$ cat src/rtl/spc_pkg.sv
package spc_pkg;

    localparam int ADDR_W    = 5;
    localparam int NUM_REGS  = 6;
    localparam int MAX_BYTES = 4;
    localparam int REG_W     = MAX_BYTES * 8;
    localparam int BIDX_W    = $clog2(MAX_BYTES);
    localparam int BCNT_W    = BIDX_W + 1;
    localparam int RD_FLAG_BIT = 7;

    typedef enum logic {
        PH_INSTR = 1'b0,
        PH_DATA  = 1'b1
    } phase_e;

    typedef struct packed {
        logic              en;
        logic [ADDR_W-1:0] addr;
        logic [BIDX_W-1:0] idx;
        logic [7:0]        data;
    } wr_req_t;

    // Bytes per register; unmapped addresses move a single byte.
    function automatic logic [BCNT_W-1:0] reg_len(input logic [ADDR_W-1:0] a);
        case (a)
            ADDR_W'(0): reg_len = BCNT_W'(4);
            ADDR_W'(1): reg_len = BCNT_W'(3);
            ADDR_W'(2): reg_len = BCNT_W'(2);
            ADDR_W'(3): reg_len = BCNT_W'(4);
            ADDR_W'(4): reg_len = BCNT_W'(1);
            ADDR_W'(5): reg_len = BCNT_W'(2);
            default:    reg_len = BCNT_W'(1);
        endcase
    endfunction

endpackage

$ cat src/rtl/spc_in_sync.sv
module spc_in_sync #(
    parameter int          WIDTH   = 4,
    parameter int          STAGES  = 2,
    parameter logic [WIDTH-1:0] RST_VAL = '0
) (
    input  logic             clk,
    input  logic             rst,
    input  logic [WIDTH-1:0] d,
    output logic [WIDTH-1:0] q
);

    logic [STAGES-1:0][WIDTH-1:0] stg;

    always_ff @(posedge clk) begin
        if (rst) begin
            for (int s = 0; s < STAGES; s++) stg[s] <= RST_VAL;
        end else begin
            stg[0] <= d;
            for (int s = 1; s < STAGES; s++) stg[s] <= stg[s-1];
        end
    end

    assign q = stg[STAGES-1];

endmodule

$ cat src/rtl/spc_shift_ctrl.sv
module spc_shift_ctrl
    import spc_pkg::*;
(
    input  logic              clk,
    input  logic              rst,
    input  logic              sclk_s,
    input  logic              csn_s,
    input  logic              sdi_s,
    input  logic              abort_s,
    input  logic [7:0]        rd_byte,
    output logic [ADDR_W-1:0] rd_addr,
    output logic [BIDX_W-1:0] rd_idx,
    output wr_req_t           wr,
    output logic              sdo,
    output logic              data_phase,
    output logic [2:0]        bit_pos
);

    phase_e            phase;
    logic              sclk_d;
    logic [2:0]        bit_cnt;
    logic [7:0]        sh;
    logic [7:0]        rd_sh;
    logic              rd_mode;
    logic [ADDR_W-1:0] addr;
    logic [BCNT_W-1:0] left;

    logic              live, rise, fall, byte_end;
    logic [7:0]        sh_nx;
    logic [ADDR_W-1:0] ins_addr;
    logic              ins_rd;

    assign live     = !csn_s && !abort_s;
    assign rise     = live && sclk_s && !sclk_d;
    assign fall     = live && !sclk_s && sclk_d;
    assign byte_end = rise && (bit_cnt == 3'd7);
    assign sh_nx    = {sh[6:0], sdi_s};
    assign ins_addr = sh_nx[ADDR_W-1:0];
    assign ins_rd   = sh_nx[RD_FLAG_BIT];

    always_comb begin
        if (phase == PH_INSTR) begin
            rd_addr = ins_addr;
            rd_idx  = BIDX_W'(reg_len(ins_addr) - BCNT_W'(1));
        end else begin
            rd_addr = addr;
            rd_idx  = BIDX_W'(left - BCNT_W'(2));
        end
        wr.en   = byte_end && (phase == PH_DATA) && !rd_mode;
        wr.addr = addr;
        wr.idx  = BIDX_W'(left - BCNT_W'(1));
        wr.data = sh_nx;
    end

    always_ff @(posedge clk) begin
        if (rst) sclk_d <= 1'b0;
        else     sclk_d <= sclk_s;
    end

    always_ff @(posedge clk) begin
        if (rst || abort_s) begin
            phase   <= PH_INSTR;
            bit_cnt <= '0;
            sh      <= '0;
            rd_sh   <= '0;
            sdo     <= 1'b0;
            rd_mode <= 1'b0;
            addr    <= '0;
            left    <= '0;
        end else if (rise) begin
            sh      <= sh_nx;
            bit_cnt <= bit_cnt + 3'd1;
            if (byte_end) begin
                if (phase == PH_INSTR) begin
                    phase   <= PH_DATA;
                    rd_mode <= ins_rd;
                    addr    <= ins_addr;
                    left    <= reg_len(ins_addr);
                    rd_sh   <= ins_rd ? rd_byte : 8'h00;
                end else begin
                    left <= left - BCNT_W'(1);
                    if (left == BCNT_W'(1)) begin
                        phase   <= PH_INSTR;
                        rd_mode <= 1'b0;
                        rd_sh   <= 8'h00;
                    end else begin
                        rd_sh <= rd_mode ? rd_byte : 8'h00;
                    end
                end
            end
        end else if (fall) begin
            sdo   <= rd_sh[7];
            rd_sh <= {rd_sh[6:0], 1'b0};
        end
    end

    assign data_phase = (phase == PH_DATA);
    assign bit_pos    = bit_cnt;

endmodule

$ cat src/rtl/spc_reg_bank.sv
module spc_reg_bank
    import spc_pkg::*;
(
    input  logic                      clk,
    input  logic                      rst,
    input  wr_req_t                   wr,
    input  logic                      io_update,
    input  logic [ADDR_W-1:0]         rd_addr,
    input  logic [BIDX_W-1:0]         rd_idx,
    output logic [7:0]                rd_byte,
    output logic [NUM_REGS*REG_W-1:0] active_flat
);

    logic upd_q, upd_qq, commit;
    logic [REG_W-1:0] act_arr [NUM_REGS];

    always_ff @(posedge clk) begin
        if (rst) begin
            upd_q  <= 1'b0;
            upd_qq <= 1'b0;
        end else begin
            upd_q  <= io_update;
            upd_qq <= upd_q;
        end
    end

    assign commit = upd_q && !upd_qq;

    generate
        for (genvar r = 0; r < NUM_REGS; r++) begin : g_reg
            logic [REG_W-1:0] buf_q;
            logic [REG_W-1:0] act_q;

            always_ff @(posedge clk) begin
                if (rst) begin
                    buf_q <= '0;
                    act_q <= '0;
                end else begin
                    if (wr.en && (wr.addr == ADDR_W'(r)))
                        buf_q[{wr.idx, 3'b000} +: 8] <= wr.data;
                    if (commit)
                        act_q <= buf_q;
                end
            end

            assign act_arr[r] = act_q;
            assign active_flat[r*REG_W +: REG_W] = act_q;
        end
    endgenerate

    always_comb begin
        rd_byte = 8'h00;
        for (int r = 0; r < NUM_REGS; r++) begin
            if (rd_addr == ADDR_W'(r))
                rd_byte = act_arr[r][{rd_idx, 3'b000} +: 8];
        end
    end

endmodule

$ cat src/rtl/serial_cfg_port.sv
module serial_cfg_port
    import spc_pkg::*;
#(
    parameter int SYNC_STAGES = 2
) (
    input  logic                      sync_clk,
    input  logic                      rst,
    input  logic                      ser_clk,
    input  logic                      ser_csn,
    input  logic                      ser_din,
    input  logic                      io_update,
    input  logic                      xfer_abort,
    output logic                      ser_dout,
    output logic [NUM_REGS*REG_W-1:0] active_regs
);

    logic [3:0]        raw_in, syn_in;
    logic              sclk_s, csn_s, sdi_s, abort_s;
    logic [7:0]        rd_byte;
    logic [ADDR_W-1:0] rd_addr;
    logic [BIDX_W-1:0] rd_idx;
    wr_req_t           wr_bus;
    logic              data_phase;
    logic [2:0]        bit_pos;

    assign raw_in = {xfer_abort, ser_din, ser_csn, ser_clk};

    spc_in_sync #(
        .WIDTH  (4),
        .STAGES (SYNC_STAGES),
        .RST_VAL(4'b0010)
    ) u_sync (
        .clk(sync_clk),
        .rst(rst),
        .d  (raw_in),
        .q  (syn_in)
    );

    assign {abort_s, sdi_s, csn_s, sclk_s} = syn_in;

    spc_shift_ctrl u_ctrl (
        .clk       (sync_clk),
        .rst       (rst),
        .sclk_s    (sclk_s),
        .csn_s     (csn_s),
        .sdi_s     (sdi_s),
        .abort_s   (abort_s),
        .rd_byte   (rd_byte),
        .rd_addr   (rd_addr),
        .rd_idx    (rd_idx),
        .wr        (wr_bus),
        .sdo       (ser_dout),
        .data_phase(data_phase),
        .bit_pos   (bit_pos)
    );

    spc_reg_bank u_bank (
        .clk        (sync_clk),
        .rst        (rst),
        .wr         (wr_bus),
        .io_update  (io_update),
        .rd_addr    (rd_addr),
        .rd_idx     (rd_idx),
        .rd_byte    (rd_byte),
        .active_flat(active_regs)
    );

endmodule

$ cat config.mk
export PLATFORM = sky130hd
export DESIGN_NAME = serial_cfg_port
export DESIGN_NICKNAME = d
export VERILOG_FILES = /design/src/rtl/spc_pkg.sv /design/src/rtl/spc_in_sync.sv /design/src/rtl/spc_shift_ctrl.sv /design/src/rtl/spc_reg_bank.sv /design/src/rtl/serial_cfg_port.sv
export SDC_FILE = /design/constraint.sdc
export NUM_CORES = 1
export LEC_CHECK = 0
export ABC_AREA = 1
export BUFFER_PORTS_ARGS = -buffer_cell sky130_fd_sc_hd__clkbuf_2
export CAP_MARGIN = 5
export CORE_ASPECT_RATIO = 1.1
export CORE_MARGIN = 1
export CORE_UTILIZATION = 38
export CTS_BUF_LIST = sky130_fd_sc_hd__clkbuf_16
export CTS_CLUSTER_SIZE = 12
export DETAILED_ROUTE_END_ITERATION = 8
export SLEW_MARGIN = 40
export SYNTH_ARGS = -nofsm -noshare
export SYNTH_HDL_FRONTEND = slang
export SYNTH_HIERARCHICAL = 1
export SYNTH_SLANG_ARGS = --single-unit
$ cat constraint.sdc
create_clock -name sync_clk -period 2.2 [get_ports sync_clk]
set_input_delay 0.33 -clock sync_clk [delete_from_list [all_inputs] [get_ports sync_clk]]
set_output_delay 0.33 -clock sync_clk [all_outputs]
set_load 0.02 [all_outputs]
==> results of run 1 <==
-- state kept, by name (all words and copies together), names as in the netlist, 3 cells and up --
| name | cells |
|---|---|
| u_sync/stg | 4 |
| u_ctrl/addr | 5 |
| u_ctrl/bit_pos | 3 |
| u_bank/g.buf_q | 192 |
| u_ctrl/left | 3 |
| u_sync/q | 4 |
| u_ctrl/sh | 7 |
| u_ctrl/rd_sh | 8 |
| u_bank/g.act_q | 192 |
-- final timing paths --
| kind | endpoint | depth (start not counted) | slack [ps] |
|---|---|---|---|
| hold / removal | u_bank/g_reg[5].buf_q[21] | 4 | 200 |
| hold reg to reg | u_sync/q[2] | 2 | 400 |
| setup reg to reg | u_ctrl/rd_sh[2] | 16 | -110 |
| setup / recovery | u_ctrl/rd_sh[2] | 16 | -110 |
-- per-layer routing --
layer / vias to the layer above / part of all wire (%) / global-route usage [%]
met3: 119 / 6.0 / 3.35
met2: 697 / 48 / 48.2
met1: 8586 / 42 / 38.0
met4: 0 / 4.1 / 12.1
li1: 8481 / - / -
met5: - / 0 / 0
-- logic make-up after synthesis --
group	Yosys count
DFF	424
and+or+nand+nor	969
adders and majority gates	8
buffers and inverters	340
AOI/OAI and AO/OA	639
xor gates and xnor gates	1
-- worst max-delay path, cell delays in order, from the launching register on --
cell and delay [ps]:
dfxtp_4 370, inv_4 70, nor2_4 30, nand3b_1 80, nand3_2 90, and2_4 220
buf_6 160, buf_12 140, or2_2 280, nand3_2 90, a21oi_2 90, nor2_4 170
nand4_1 110, nand2_1 70, nor2_1 40, nor2_1 110, nor2_1 50
-- synthesized netlist by cell type, types with 5 or more instances --
cell,instances
nand3_1,128
nor2_4,15
o21ai_1,9
buf_2,32
o21ai_0,344
dfxtp_1,424
inv_2,8
nand4_1,18
or2_2,7
o22ai_1,8
buf_4,16
ha_1,8
buf_6,5
a21oi_1,272
inv_1,177
buf_1,7
nor2_1,387
clkbuf_1,92
nor3_1,14
nand2_1,378
-- power groups by stage --
stage                     Clock [mW]  Combinational, mW  Sequential (mW)
after global routing            8.02               1.91             8.13
after floorplan                    0              0.711             8.45
after CTS                       7.68               1.66             8.11
after global placement             0               1.57             8.28
after detailed placement           0               1.57             8.28
final                           7.60               1.78             8.11
-- through the flow --
stage	hold WS, ps	area, um2	instances	setup WS [ps]
CTS	183	22400	3313	-42.6
global route	217	23500	3341	-202
finish	204	23500	3341	-114
floorplan	386	17400	2381	74.9
detailed placement	398	20300	3218	-433
global placement	397	20300	3218	-399
-- cell usage in the layout, fill, tap and decap left out, types with 6 or more instances in the layout --
cell / netlist / layout
buf_6: 5 / 24
a21oi_1: 272 / 237
nand2_2: 1 / 56
inv_2: 8 / 17
inv_1: 177 / 166
o21ai_2: 0 / 7
clkinv_2: 1 / 10
dfxtp_1: 424 / 414
buf_12: 0 / 33
nand3_2: 3 / 37
o21ai_1: 9 / 15
dfxtp_2: 0 / 6
nor2_2: 3 / 9
nor2_4: 15 / 32
nor3_4: 1 / 8
nand3_1: 128 / 90
o21ai_0: 344 / 330
clkbuf_16: 0 / 54
buf_4: 16 / 181
nor3_1: 14 / 6
nor2_1: 387 / 365
nand2_4: 4 / 13
nand2_1: 378 / 310
inv_4: 0 / 8
a21oi_2: 2 / 32
nand4_1: 18 / 18
clkbuf_2: 0 / 198
-- area by class of cell --
cell class | instances | area [um2] | area share [%]
flip-flops and latches | 424 | 8510 | 36.2
clock inverters | 31 | 264 | 1.12
repair buffers | 452 | 3570 | 15.2
well taps | 581 | 727 | 3.10
inverters | 188 | 761 | 3.24
multi-input cells | 1618 | 8480 | 36.1
clock buffers | 47 | 1180 | 5.01
-- timing repair --
item | in CTS | in global routing
hold endpoints to repair | 5 | 0
hold buffers | 5 | 0
buffers inserted | 9 | 21
resized for setup | 127 | 214
cloned | 3 | 9
endpoints found under the setup margin | 192 | 147
pin swaps | 23 | 95
==> reports/metrics.yaml, run 1 <==
routing:
  vias_per_cell: 5.35
  vias: 17900
  drt_iter0_markers: 1661
  route.detailed.wl_per_inst_um: 21.3
  wl_mm: 71.1
  drc_errors: 0
  dr.pass1.iters: 6
  drtAntennaViolNets: 0
cells_and_area:
  fillers: 4389
  drive_above_1_share_pct: 28.4
  final_util_pct: 52.4
  area_delta_synth_final_pct: 35.1
  fin_nets: 2745
  antennaDiodeCount: 0
global_route:
  grt_max_degree: 113
  grt-ovfl-total: 0
  antenna_found_initial: 0
  grt_first_pass_wirelength_mm: 100
  grt_pass1_vias: 16300
  gr-usage-all-layers_pct: 29.0
sta:
  worst_slack_ps: -114
  finClkSkew_ps: 19.5
  worst_pin_slew_ps: 679
  tns_ps: -506
  max_freq_ghz: 0.432
  relSlewSlack_pct: 54.7
  setup_violations: 12
  finalMaxSlewViolations: 0
  fin_crit_ps: 2310
  timing.final.hold_violations: 0
  rsz0062_at_grt: "yes"
  fin_crit_sh_pct: 105
worst_setup_path:
  crit_path_max_fanout: 7
  critPathLaunchType: "register"
  critPathRequiredTime_ps: 2660
  worstSetupPathType: "register to register"
  cp-end-kind: "register"
  arrival_ps: 2780
  cp-startpoint: "u_ctrl/sh[1]"
  r2r_start: "u_ctrl/sh[1]"
cts:
  cts_sinks: 424
  cts_tree: "yes"
  clkLatencyLatePin_ps: 580
  clk_pin_slew_ps: 60
  cts_buffers: 46
  htreeDepth: 2
  clockBufferDepth: 3
  root_buffer: "clkbuf_16"
power:
  power_frac_comb_pct: 10.2
  max-vdd-ir-drop_uv: 524
  p_per_area_nw_per_um2: 745
  power_frac_seq_pct: 46.4
  leakage_nw: 10.1
  switchingPower_mw: 4.59
  p_int_mw: 12.9
  total_power_mw: 17.5
  swShare_pct: 26.2
  pwr-share-clk_pct: 43.4
synth:
  synth_top_area_share_pct: 48.8
  synthSimpleGateAreaFrac_pct: 23.8
  synth-async-reset-ratio_pct: 0
  synth_cell_type_count: 37
  synthesis.nets: 2396
  synth-compound-area-share_pct: 18.6
  yosysWarnings: 6
  avgSynthCellArea_um2: 7.30
  synthXorXnorAreaFrac_pct: 0.0504
  synth-seq-cells: 424
  synth.yosys.seq_area_share_pct: 48.8
  synth_ff_type: "dfxtp_1"
  synth_cells: 2381
  synth.area.mux_share_pct: 0
  yosysTopAreaCell: "dfxtp_1"
  synth_top_family_by_area: "simple AND/OR/NAND/NOR gates"
  yosys.area_share.adder_pct: 0.576
  syn_area_um2: 17400
  synth_edf_count: 0
  yosys-top-cells-area: "dfxtp_1 (49%), o21ai_0 (9.9%), nor2_1 (8.4%)"
floorplanning:
  fp.dieH_um: 226
  initial_core_util_pct: 38.8
  rows: 81
  core_um2: 44800
  ioPinCount: 200
  die_area_um2: 46600
  die_w_um: 206
placed_design:
  dp_hpwl_mm: 50.9
  port_buffers: 199
  routabilityCongestion: 1.00
run_status:
  violations: "setup timing"
  outcome: "complete, but fails checks"
hold_path:
  min-delay-start: "rst"
  worstHoldPathType: "input port to register"
job:
  maxCapViolations: 0
No activity file was read; power rests on OpenSTA's default activity.
==> run 2, diff against run 1 <==
--- a/config.mk
+++ b/config.mk
@@ -10,10 +10,11 @@
 export CAP_MARGIN = 5
 export CORE_ASPECT_RATIO = 1.1
 export CORE_MARGIN = 1
-export CORE_UTILIZATION = 38
+export CORE_UTILIZATION = 49
 export CTS_BUF_LIST = sky130_fd_sc_hd__clkbuf_16
 export CTS_CLUSTER_SIZE = 12
 export DETAILED_ROUTE_END_ITERATION = 8
+export PLACE_DENSITY = 0.71
 export SLEW_MARGIN = 40
 export SYNTH_ARGS = -nofsm -noshare
 export SYNTH_HDL_FRONTEND = slang
==> reports/metrics.yaml, run 2 (same netlist as run 1, synthesis figures left out) <==
global_route:
  grtUsageMet3_pct: 5.69  # +2.3 points
  grt-ovfl-total: 0  # unchanged
  antenna_found_initial: 1  # +1
  met2_usage_pct: 54.5  # +6.3 points
  gr-usage-all-layers_pct: 35.1  # +6.0 points
  grt_busiest_layer: "met2"
  grt_pass1_vias: 16400  # +0.67%
  grt_max_degree: 151  # +34%
  met1_usage_pct: 46.7  # +8.7 points
  grt_first_pass_wirelength_mm: 96.7  # -3.8%
worst_setup_path:
  cp_common_cell: "nor2_1"
  max_stage_delay_ps: 400  # +30 ps
  worstSetupPathType: "register to register"
  crit_path_max_fanout: 7  # unchanged
  arrival_ps: 2770  # about the same
  worst_path_max_delay_cell: "dfxtp_1"
  path_cells: "nor2_1 > nand3_2 > nand3_2 > and2_4 > buf_12 > or2_2 > nand3_2 > a21oi_2 > buf_4 > nor2_4 > nand4_1 > nand2_1 > nor2_1 > nor2_1 > nor2_1"
  critPathLaunchType: "register"
  critPathRequiredTime_ps: 2650  # about the same
  cp-end-kind: "register"
cts:
  htreeDepth: 2  # unchanged
  cts_tree: "yes"
  clkLatencyLatePin_ps: 560  # -20 ps
  cts_sinks: 424  # unchanged
  clk_pin_slew_ps: 60  # about the same
  clockBufferDepth: 3  # unchanged
  root_buffer: "clkbuf_16"
  cts_buffers: 44  # -4.3%
routing:
  drc_errors: 0  # unchanged
  vias: 18300  # +2.1%
  drt_iter0_markers: 2444  # +47%
  vias_per_cell: 5.74  # +7.2%
  route.detailed.wl_per_inst_um: 20.8  # -2.4%
  dr.pass1.iters: 7  # +1
  wl_mm: 66.1  # -7.0%
  drtAntennaViolNets: 0  # unchanged
sta:
  setup_violations: 9  # -3
  worst_pin_slew_ps: 746  # +66.5 ps
  finalMaxSlewViolations: 0  # unchanged
  rsz0062_at_grt: "yes"
  worst_slack_ps: -118  # -4.23 ps
  relSlewSlack_pct: 50.3  # -4.4 points
  fin_crit_sh_pct: 105  # +0.19 points
  timing.final.hold_violations: 0  # unchanged
  fin_crit_ps: 2320  # +4.23 ps
  tns_ps: -491  # +14.8 ps
  max_freq_ghz: 0.431  # -0.18%
  finClkSkew_ps: 27.4  # +7.90 ps
floorplanning:
  initial_core_util_pct: 50.3  # +11 points
  fp.dieH_um: 200  # -12%
  core_um2: 34600  # -23%
  die_area_um2: 36200  # -22%
  die_w_um: 182  # -12%
  rows: 71  # -12%
  ioPinCount: 200  # unchanged
cells_and_area:
  fin_nets: 2737  # -0.29%
  mostFrequentLayoutCells: "dfxtp_1 (416), nor2_1 (365), nand2_1 (351), o21ai_0 (328), a21oi_1 (257)"
  regArea_um2: 8510  # about the same
  area_delta_synth_final_pct: 30.6
  drive_above_1_share_pct: 24.8  # -3.6 points
  multiInputGateArea_um2: 8120  # -4.3%
  final_util_pct: 65.7  # +13 points
  final_common_cell: "dfxtp_1"
  fillers: 2940  # -33%
  reg_top3: "u_bank/g.act_q (192), u_bank/g.buf_q (192), u_ctrl/rd_sh (8)"
placed_design:
  routabilityCongestion: 1.02  # +1.9%
  port_buffers: 199  # unchanged
  place_ws_ps: -429  # +3.48 ps
  dp_hpwl_mm: 46.8  # -7.9%
power:
  p_int_mw: 12.5  # -2.8%
  leakage_nw: 9.97  # -1.1%
  pwr-share-clk_pct: 41.9  # -1.5 points
  p_per_area_nw_per_um2: 746  # +0.22%
  total_power_mw: 16.9  # -3.1%
  switchingPower_mw: 4.40  # -4.2%
  power_frac_comb_pct: 10.1  # about the same
  max-vdd-ir-drop_uv: 540  # +3.0%
  power_frac_seq_pct: 48.0  # +1.6 points
  swShare_pct: 26.0  # -0.28 points
hold_path:
  worstHoldPathType: "input port to register"
run_status:
  outcome: "complete, but fails checks"
  violations: "setup timing"
job:
  maxCapViolations: 0  # unchanged
## run 2: path summary, 6_finish.rpt
| check | from | depth (start not counted) | endpoint | slack, ps |
|---|---|---|---|---|
| min reg2reg | u_sync/stg[0] | 2 | u_sync/q[0] | 390 |
| min | rst | 4 | u_bank/g_reg[5].buf_q[8] | 150 |
| max | u_ctrl/sh[2] | 15 | u_ctrl/rd_sh[2] | -120 |
| max reg2reg | u_ctrl/sh[2] | 15 | u_ctrl/rd_sh[2] | -120 |
## run 2: power by group through the flow
stage               Sequential [mW]  Combinational (mW)  Clock (mW)
floorplan                      8.45               0.711           0
global placement               8.29                1.53           0
detailed placement             8.29                1.55           0
CTS                            8.12                1.63        7.16
global route                   8.14                1.84        7.45
finish                         8.13                1.72        7.10
## run 2: worst max-delay path, delay by kind of cell, from the launching register on
kind	cells	cell delay, ps
compound gates	1	60
buf+inv	2	310
flops	1	400
simple gates	12	1440
## run 2: through the flow
step | hold slack, ps | cells | instance area, um2
after global placement | 392 | 3066 | 20000
after global routing | 168 | 3183 | 22700
after CTS | 143 | 3151 | 21800
final | 149 | 3184 | 22700
after detailed placement | 400 | 3066 | 20000
after floorplan | 386 | 2381 | 17400
## run 2: what timing repair did
| item | 4_1_cts | 5_1_grt |
|---|---|---|
| pin swaps | 16 | 69 |
| endpoints found under the hold margin | 5 | 0 |
| setup buffers | 9 | 27 |
| hold buffers | 5 | 0 |
| cloned | 2 | 6 |
| gates resized for setup | 91 | 152 |
| endpoints found under the setup margin | 167 | 177 |
## run 2: per-layer routing
metal | share of wire [%] | up-vias | routed length, um
li1 | - | 8456 | -
met1 | 40 | 8442 | 26500
met2 | 44 | 1137 | 29100
met3 | 9.7 | 228 | 6450
met4 | 6.3 | 2 | 4140
met5 | 0.020 | - | 13
## run 2: area by class of cell
type,instances,share of cell area (%)
Inverter,188,3.35
Clock buffer,46,5.07
Timing Repair Buffer,446,15.1
Clock inverter,23,0.799
Sequential cell,424,37.5
Tap cell,438,2.41
Antenna cell,1,0.0110
Multi-Input combinational cell,1618,35.8
